===== src/rtl/i2c_stop_pkg.sv =====
package i2c_stop_pkg;

    typedef enum logic [2:0] {
        PH_IDLE    = 3'd0,
        PH_SDA_LO  = 3'd1,
        PH_SCL_LO  = 3'd2,
        PH_SCL_REL = 3'd3,
        PH_SCL_HI  = 3'd4,
        PH_SDA_REL = 3'd5,
        PH_TAIL    = 3'd6
    } phase_e;

    typedef struct packed {
        logic sda_low;
        logic scl_low;
    } drive_t;

    typedef struct packed {
        logic start_evt;
        logic stop_evt;
    } line_evt_t;

    // Which lines each phase pulls low.
    function automatic drive_t phase_drive(phase_e p);
        drive_t d;
        d.sda_low = 1'b0;
        d.scl_low = 1'b0;
        case (p)
            PH_SDA_LO, PH_SCL_LO: begin
                d.sda_low = 1'b1;
                d.scl_low = 1'b1;
            end
            PH_SCL_REL, PH_SCL_HI: d.sda_low = 1'b1;
            default: ;
        endcase
        return d;
    endfunction

endpackage


===== src/rtl/i2c_line_mon.sv =====
module i2c_line_mon
    import i2c_stop_pkg::*;
(
    input  logic      clk,
    input  logic      rst,
    input  logic      sda_in,
    input  logic      scl_in,
    output line_evt_t evt,
    output logic      start_flag,
    output logic      stop_flag
);
    logic sda_q, scl_q;

    always_ff @(posedge clk) begin
        if (rst) begin
            sda_q <= 1'b1;
            scl_q <= 1'b1;
        end else begin
            sda_q <= sda_in;
            scl_q <= scl_in;
        end
    end

    // Conditions are only recognised with SCL high on both samples.
    always_comb begin
        evt.stop_evt  = scl_in & scl_q & sda_in & ~sda_q;
        evt.start_evt = scl_in & scl_q & ~sda_in & sda_q;
    end

    always_ff @(posedge clk) begin
        if (rst) begin
            start_flag <= 1'b0;
            stop_flag  <= 1'b0;
        end else if (evt.stop_evt) begin
            stop_flag  <= 1'b1;
            start_flag <= 1'b0;
        end else if (evt.start_evt) begin
            start_flag <= 1'b1;
            stop_flag  <= 1'b0;
        end
    end
endmodule


===== src/rtl/i2c_baud_timer.sv =====
module i2c_baud_timer #(
    parameter int BAUD_W = 8
) (
    input  logic              clk,
    input  logic              rst,
    input  logic              load,
    input  logic [BAUD_W-1:0] load_val,
    output logic              done
);
    logic [BAUD_W-1:0] cnt;

    always_ff @(posedge clk) begin
        if (rst)
            cnt <= '0;
        else if (load)
            cnt <= load_val;
        else if (cnt != '0)
            cnt <= cnt - 1'b1;
    end

    assign done = (cnt == '0);
endmodule


===== src/rtl/i2c_sticky_flag.sv =====
module i2c_sticky_flag (
    input  logic clk,
    input  logic rst,
    input  logic set,
    input  logic clr,
    output logic q
);
    always_ff @(posedge clk) begin
        if (rst)
            q <= 1'b0;
        else if (clr)
            q <= 1'b0;
        else if (set)
            q <= 1'b1;
    end
endmodule


===== src/rtl/i2c_stop_fsm.sv =====
module i2c_stop_fsm
    import i2c_stop_pkg::*;
(
    input  logic   clk,
    input  logic   rst,
    input  logic   stop_wr,
    input  logic   sda_in,
    input  logic   scl_in,
    input  logic   stop_evt,
    input  logic   tmr_done,
    output logic   tmr_load,
    output logic   irq_set,
    output logic   busy,
    output drive_t drv
);
    phase_e phase_q, phase_d;

    always_ff @(posedge clk) begin
        if (rst)
            phase_q <= PH_IDLE;
        else
            phase_q <= phase_d;
    end

    always_comb begin
        phase_d  = phase_q;
        tmr_load = 1'b0;
        irq_set  = 1'b0;
        case (phase_q)
            PH_IDLE:
                if (stop_wr) phase_d = PH_SDA_LO;
            PH_SDA_LO:
                if (!sda_in) begin
                    tmr_load = 1'b1;
                    phase_d  = PH_SCL_LO;
                end
            PH_SCL_LO:
                if (tmr_done) phase_d = PH_SCL_REL;
            PH_SCL_REL:
                if (scl_in) begin
                    tmr_load = 1'b1;
                    phase_d  = PH_SCL_HI;
                end
            PH_SCL_HI:
                if (tmr_done) phase_d = PH_SDA_REL;
            PH_SDA_REL:
                if (stop_evt) begin
                    tmr_load = 1'b1;
                    phase_d  = PH_TAIL;
                end
            PH_TAIL:
                if (tmr_done) begin
                    irq_set = 1'b1;
                    phase_d = PH_IDLE;
                end
            default:
                phase_d = PH_IDLE;
        endcase
    end

    assign busy = (phase_q != PH_IDLE);
    assign drv  = phase_drive(phase_q);
endmodule


===== src/rtl/i2c_tx_guard.sv =====
module i2c_tx_guard #(
    parameter int DATA_W = 8
) (
    input  logic              clk,
    input  logic              rst,
    input  logic              busy,
    input  logic              buf_wr,
    input  logic [DATA_W-1:0] buf_wdata,
    input  logic              wcol_clr,
    output logic [DATA_W-1:0] tx_buf,
    output logic              wcol_flag
);
    logic collide;

    assign collide = buf_wr & busy;

    always_ff @(posedge clk) begin
        if (rst)
            tx_buf <= '0;
        else if (buf_wr && !busy)
            tx_buf <= buf_wdata;
    end

    i2c_sticky_flag u_wcol (
        .clk (clk),
        .rst (rst),
        .set (collide),
        .clr (wcol_clr),
        .q   (wcol_flag)
    );
endmodule


===== src/rtl/i2c_stop_seq.sv =====
module i2c_stop_seq
    import i2c_stop_pkg::*;
#(
    parameter int BAUD_W = 8,
    parameter int DATA_W = 8
) (
    input  logic              clk,
    input  logic              rst,
    input  logic              stop_wr,
    input  logic [BAUD_W-1:0] baud_reload,
    input  logic              sda_in,
    input  logic              scl_in,
    input  logic              buf_wr,
    input  logic [DATA_W-1:0] buf_wdata,
    input  logic              irq_clr,
    input  logic              wcol_clr,
    output logic              sda_drive_low,
    output logic              scl_drive_low,
    output logic              stop_en,
    output logic              start_flag,
    output logic              stop_flag,
    output logic              bus_busy,
    output logic              irq_flag,
    output logic              wcol_flag,
    output logic [DATA_W-1:0] tx_buf
);
    line_evt_t evt;
    drive_t    drv;
    logic      tmr_load, tmr_done, irq_set;

    i2c_line_mon u_mon (
        .clk        (clk),
        .rst        (rst),
        .sda_in     (sda_in),
        .scl_in     (scl_in),
        .evt        (evt),
        .start_flag (start_flag),
        .stop_flag  (stop_flag)
    );

    i2c_baud_timer #(.BAUD_W(BAUD_W)) u_tmr (
        .clk      (clk),
        .rst      (rst),
        .load     (tmr_load),
        .load_val (baud_reload),
        .done     (tmr_done)
    );

    i2c_stop_fsm u_fsm (
        .clk      (clk),
        .rst      (rst),
        .stop_wr  (stop_wr),
        .sda_in   (sda_in),
        .scl_in   (scl_in),
        .stop_evt (evt.stop_evt),
        .tmr_done (tmr_done),
        .tmr_load (tmr_load),
        .irq_set  (irq_set),
        .busy     (stop_en),
        .drv      (drv)
    );

    i2c_sticky_flag u_irq (
        .clk (clk),
        .rst (rst),
        .set (irq_set),
        .clr (irq_clr),
        .q   (irq_flag)
    );

    i2c_tx_guard #(.DATA_W(DATA_W)) u_guard (
        .clk       (clk),
        .rst       (rst),
        .busy      (stop_en),
        .buf_wr    (buf_wr),
        .buf_wdata (buf_wdata),
        .wcol_clr  (wcol_clr),
        .tx_buf    (tx_buf),
        .wcol_flag (wcol_flag)
    );

    assign sda_drive_low = drv.sda_low;
    assign scl_drive_low = drv.scl_low;
    assign bus_busy      = start_flag;
endmodule


===== config.mk =====
export PLATFORM = sky130hd
export DESIGN_NAME = i2c_stop_seq
export DESIGN_NICKNAME = d
export VERILOG_FILES = /design/src/rtl/i2c_stop_pkg.sv /design/src/rtl/i2c_line_mon.sv /design/src/rtl/i2c_baud_timer.sv /design/src/rtl/i2c_sticky_flag.sv /design/src/rtl/i2c_stop_fsm.sv /design/src/rtl/i2c_tx_guard.sv /design/src/rtl/i2c_stop_seq.sv
export SDC_FILE = /design/constraint.sdc
export NUM_CORES = 1
export LEC_CHECK = 0
export CORE_AREA = 2 2 67 53
export DETAILED_ROUTE_END_ITERATION = 8
export DIE_AREA = 0 0 69 55
export MAX_ROUTING_LAYER = met4
export PLACE_DENSITY = 0.73
export SYNTH_ARGS = -nofsm -noshare
export SYNTH_HDL_FRONTEND = slang
export SYNTH_HIERARCHICAL = 1
export SYNTH_SLANG_ARGS = --single-unit

===== constraint.sdc =====
create_clock -name clk -period 1.95 [get_ports clk]
set_clock_uncertainty 0.05 [all_clocks]
set_input_delay 0.2925 -clock clk [delete_from_list [all_inputs] [get_ports clk]]
set_output_delay 0.2925 -clock clk [all_outputs]
set_load 0.05 [all_outputs]

==> results.tsv <==
stage	metric	value	unit
cts	clock_latency	0.27	ns
drt	ant_nets	0	
layout	diodes	0	
cts	clk_transition_reported_paths	0.10	ns
drt	wl_per_cell	14.0	um
floorplanning	dieWidth	69	um
timing	setup_viol	0	
global_routing	grt_pass1_vias	1197	
floorplanning	dieArea	3800	um2
cts	htree_levels	1	
timing	hold_viol	0	
floorplanning	io-pin-count	40	
critical_path	crit_path_start_kind	primary input	
critical_path	cp.required	2.07	ns
logic_synthesis	synth_area	1400	um2
floorplanning	fp-row-count	18	
cts	clock_sinks	25	
power_and_ir_drop	p_switching	721	uW
power_and_ir_drop	p_sw_frac	0.379	
placed_design	gp_congestion	0.811	
placed_design	io_buffers	39	
floorplanning	core	3150	um2
power_and_ir_drop	p_int	1180	uW
global_routing	overflow	0	
timing	holdWs	0.421	ns
placed_design	hpwlAfterDp	2.43	mm
global_routing	grt_start_max_net_pins	24	
power_and_ir_drop	power.density	979	nW/um2
timing	maxSlewViolCount	0	
global_routing	grtUsageTotal	0.177	
global_routing	antenna_found_initial	0	
global_routing	grt_pass1_wl	5.18	mm
power_and_ir_drop	cellLeakagePower	0.000713	uW
cts	cts_tree	built	
critical_path	crit_type	in -> reg	
logic_synthesis	synthCells	146	
power_and_ir_drop	ir_drop	0.498	mV
timing	setup_tns	0	ns
hold_path	worst_hold_path_type	reg -> reg	
timing	finalCritPeriodShare	0.952	
cts	cts_root_buf	clkbuf_8	
drt	drc_errors	0	
timing	max_freq	539	MHz
timing	tightest_slew	0.519	ns
logic_synthesis	synth.avg_cell_area	9.56	um2
timing	fin_crit	1.86	ns
power_and_ir_drop	clkPwrFrac	0.171	
drt	drtIter0Drc	51	
cts	hold_buffers	0	
drt	vias	1229	
timing	rsz0062_at_grt	no	
logic_synthesis	synth_nets	171	
cts	ctsResizeCount	0	
run_status	status	finished, final reports clean	
critical_path	end_kind	register	
layout	areaGrowthSynthToFinish	39.4	%
layout	drive_gt1_frac	0.219	
drt	viasPerCell	5.30	
floorplanning	start_util	0.442	
critical_path	worstPathMaxFanout	5	
timing	relSlewSlack	0.653	
flow_run	cap_violations	0	
drt	first_pass_iters	4	
layout	nets	218	
power_and_ir_drop	pwr-share-seq	0.362	
cts	postCtsSetupBuffers	0	
floorplanning	die_y	55	um
logic_synthesis	yosys_warnings	6	
critical_path	regToRegSetupSlack	0.15	ns
critical_path	cp.arrival	1.98	ns
power_and_ir_drop	comb_power_share	0.467	
cts	clockBufferDepth	2	
drt	routed_wl	3.26	mm
cts	cts_buffers	3	
per-layer routing:
| layer | global-route usage | part of all wire |
|---|---|---|
| met1 | 0.196 | 0.44 |
| met2 | 0.337 | 0.50 |
| met3 | 0.0399 | 0.041 |
| met4 | 0.0392 | 0.014 |
| met5 | - | 0 |
flip-flops by register name, indices dropped and copies added, names as in the netlist:
register          flops
u_mon/sda_q           1
u_fsm/phase_q         3
u_irq/q               1
u_tmr/cnt             8
u_guard/tx_buf        8
u_guard/u_wcol/q      1
u_mon/start_flag      1
u_mon/stop_flag       1
u_mon/scl_q           1
critical path, stage by stage:
cell and delay (ns):
clkdlybuf4s50_1 0.46, and4b_1 0.23, inv_1 0.08, nor3_1 0.05, o21a_1 0.22, or2_2 0.34, o32ai_1 0.31
power by group through the flow:
| stage | Clock [uW] | Combinational (uW) | Sequential (uW) |
|---|---|---|---|
| after floorplan | 0 | 554 | 742 |
| after global placement | 0 | 854 | 691 |
| after detailed placement | 0 | 883 | 699 |
| after CTS | 337 | 888 | 687 |
| after global routing | 356 | 956 | 697 |
| final | 326 | 889 | 688 |
cell type report:
type / instances / area [um2]
multi-input cells: 106 / 815
clock buffers: 3 / 41.3
repair buffers: 50 / 503
inverters: 7 / 26.3
fillers: 269 / 1210
flip-flops and latches: 25 / 500
clock inverters: 1 / 8.76
well taps: 40 / 50.0
path summary, 6_finish.rpt:
kind / cells past startpoint / end / start
worst min register to register: 2 / u_guard/tx_buf[0]$_SDFFE_PP0P_ / u_guard/tx_buf[0]$_SDFFE_PP0P_
worst max-delay path: 7 / u_tmr/cnt[4]$_SDFFE_PP0P_ / sda_in
worst min-delay path: 2 / u_guard/tx_buf[0]$_SDFFE_PP0P_ / u_guard/tx_buf[0]$_SDFFE_PP0P_
worst max register to register: 5 / u_tmr/cnt[4]$_SDFFE_PP0P_ / u_fsm/phase_q[1]$_SDFFE_PP0P_
cells in the final DEF, fill, tap and decap left out, types with 6 or more instances in the layout:
| master | instances |
|---|---|
| nor3_1 | 6 |
| nand4bb_1 | 8 |
| nand2_1 | 10 |
| buf_4 | 11 |
| dfxtp_1 | 25 |
| inv_1 | 7 |
| clkdlybuf4s50_1 | 36 |
| nand2b_1 | 8 |
metrics by stage:
stage | total power [uW] | cell area, um2 | std cells | worst slack (ns) | util
detailed placement | 1580 | 1890 | 228 | -0.179 | 0.601
finish | 1900 | 1940 | 232 | 0.0938 | 0.617
CTS | 1910 | 1940 | 232 | 0.0977 | 0.617
floorplan | 1300 | 1400 | 146 | 0.257 | -
global placement | 1540 | 1890 | 228 | -0.0647 | 0.601
global route | 2010 | 1940 | 232 | 0.00269 | 0.617
No activity file was read; power rests on OpenSTA's default activity.
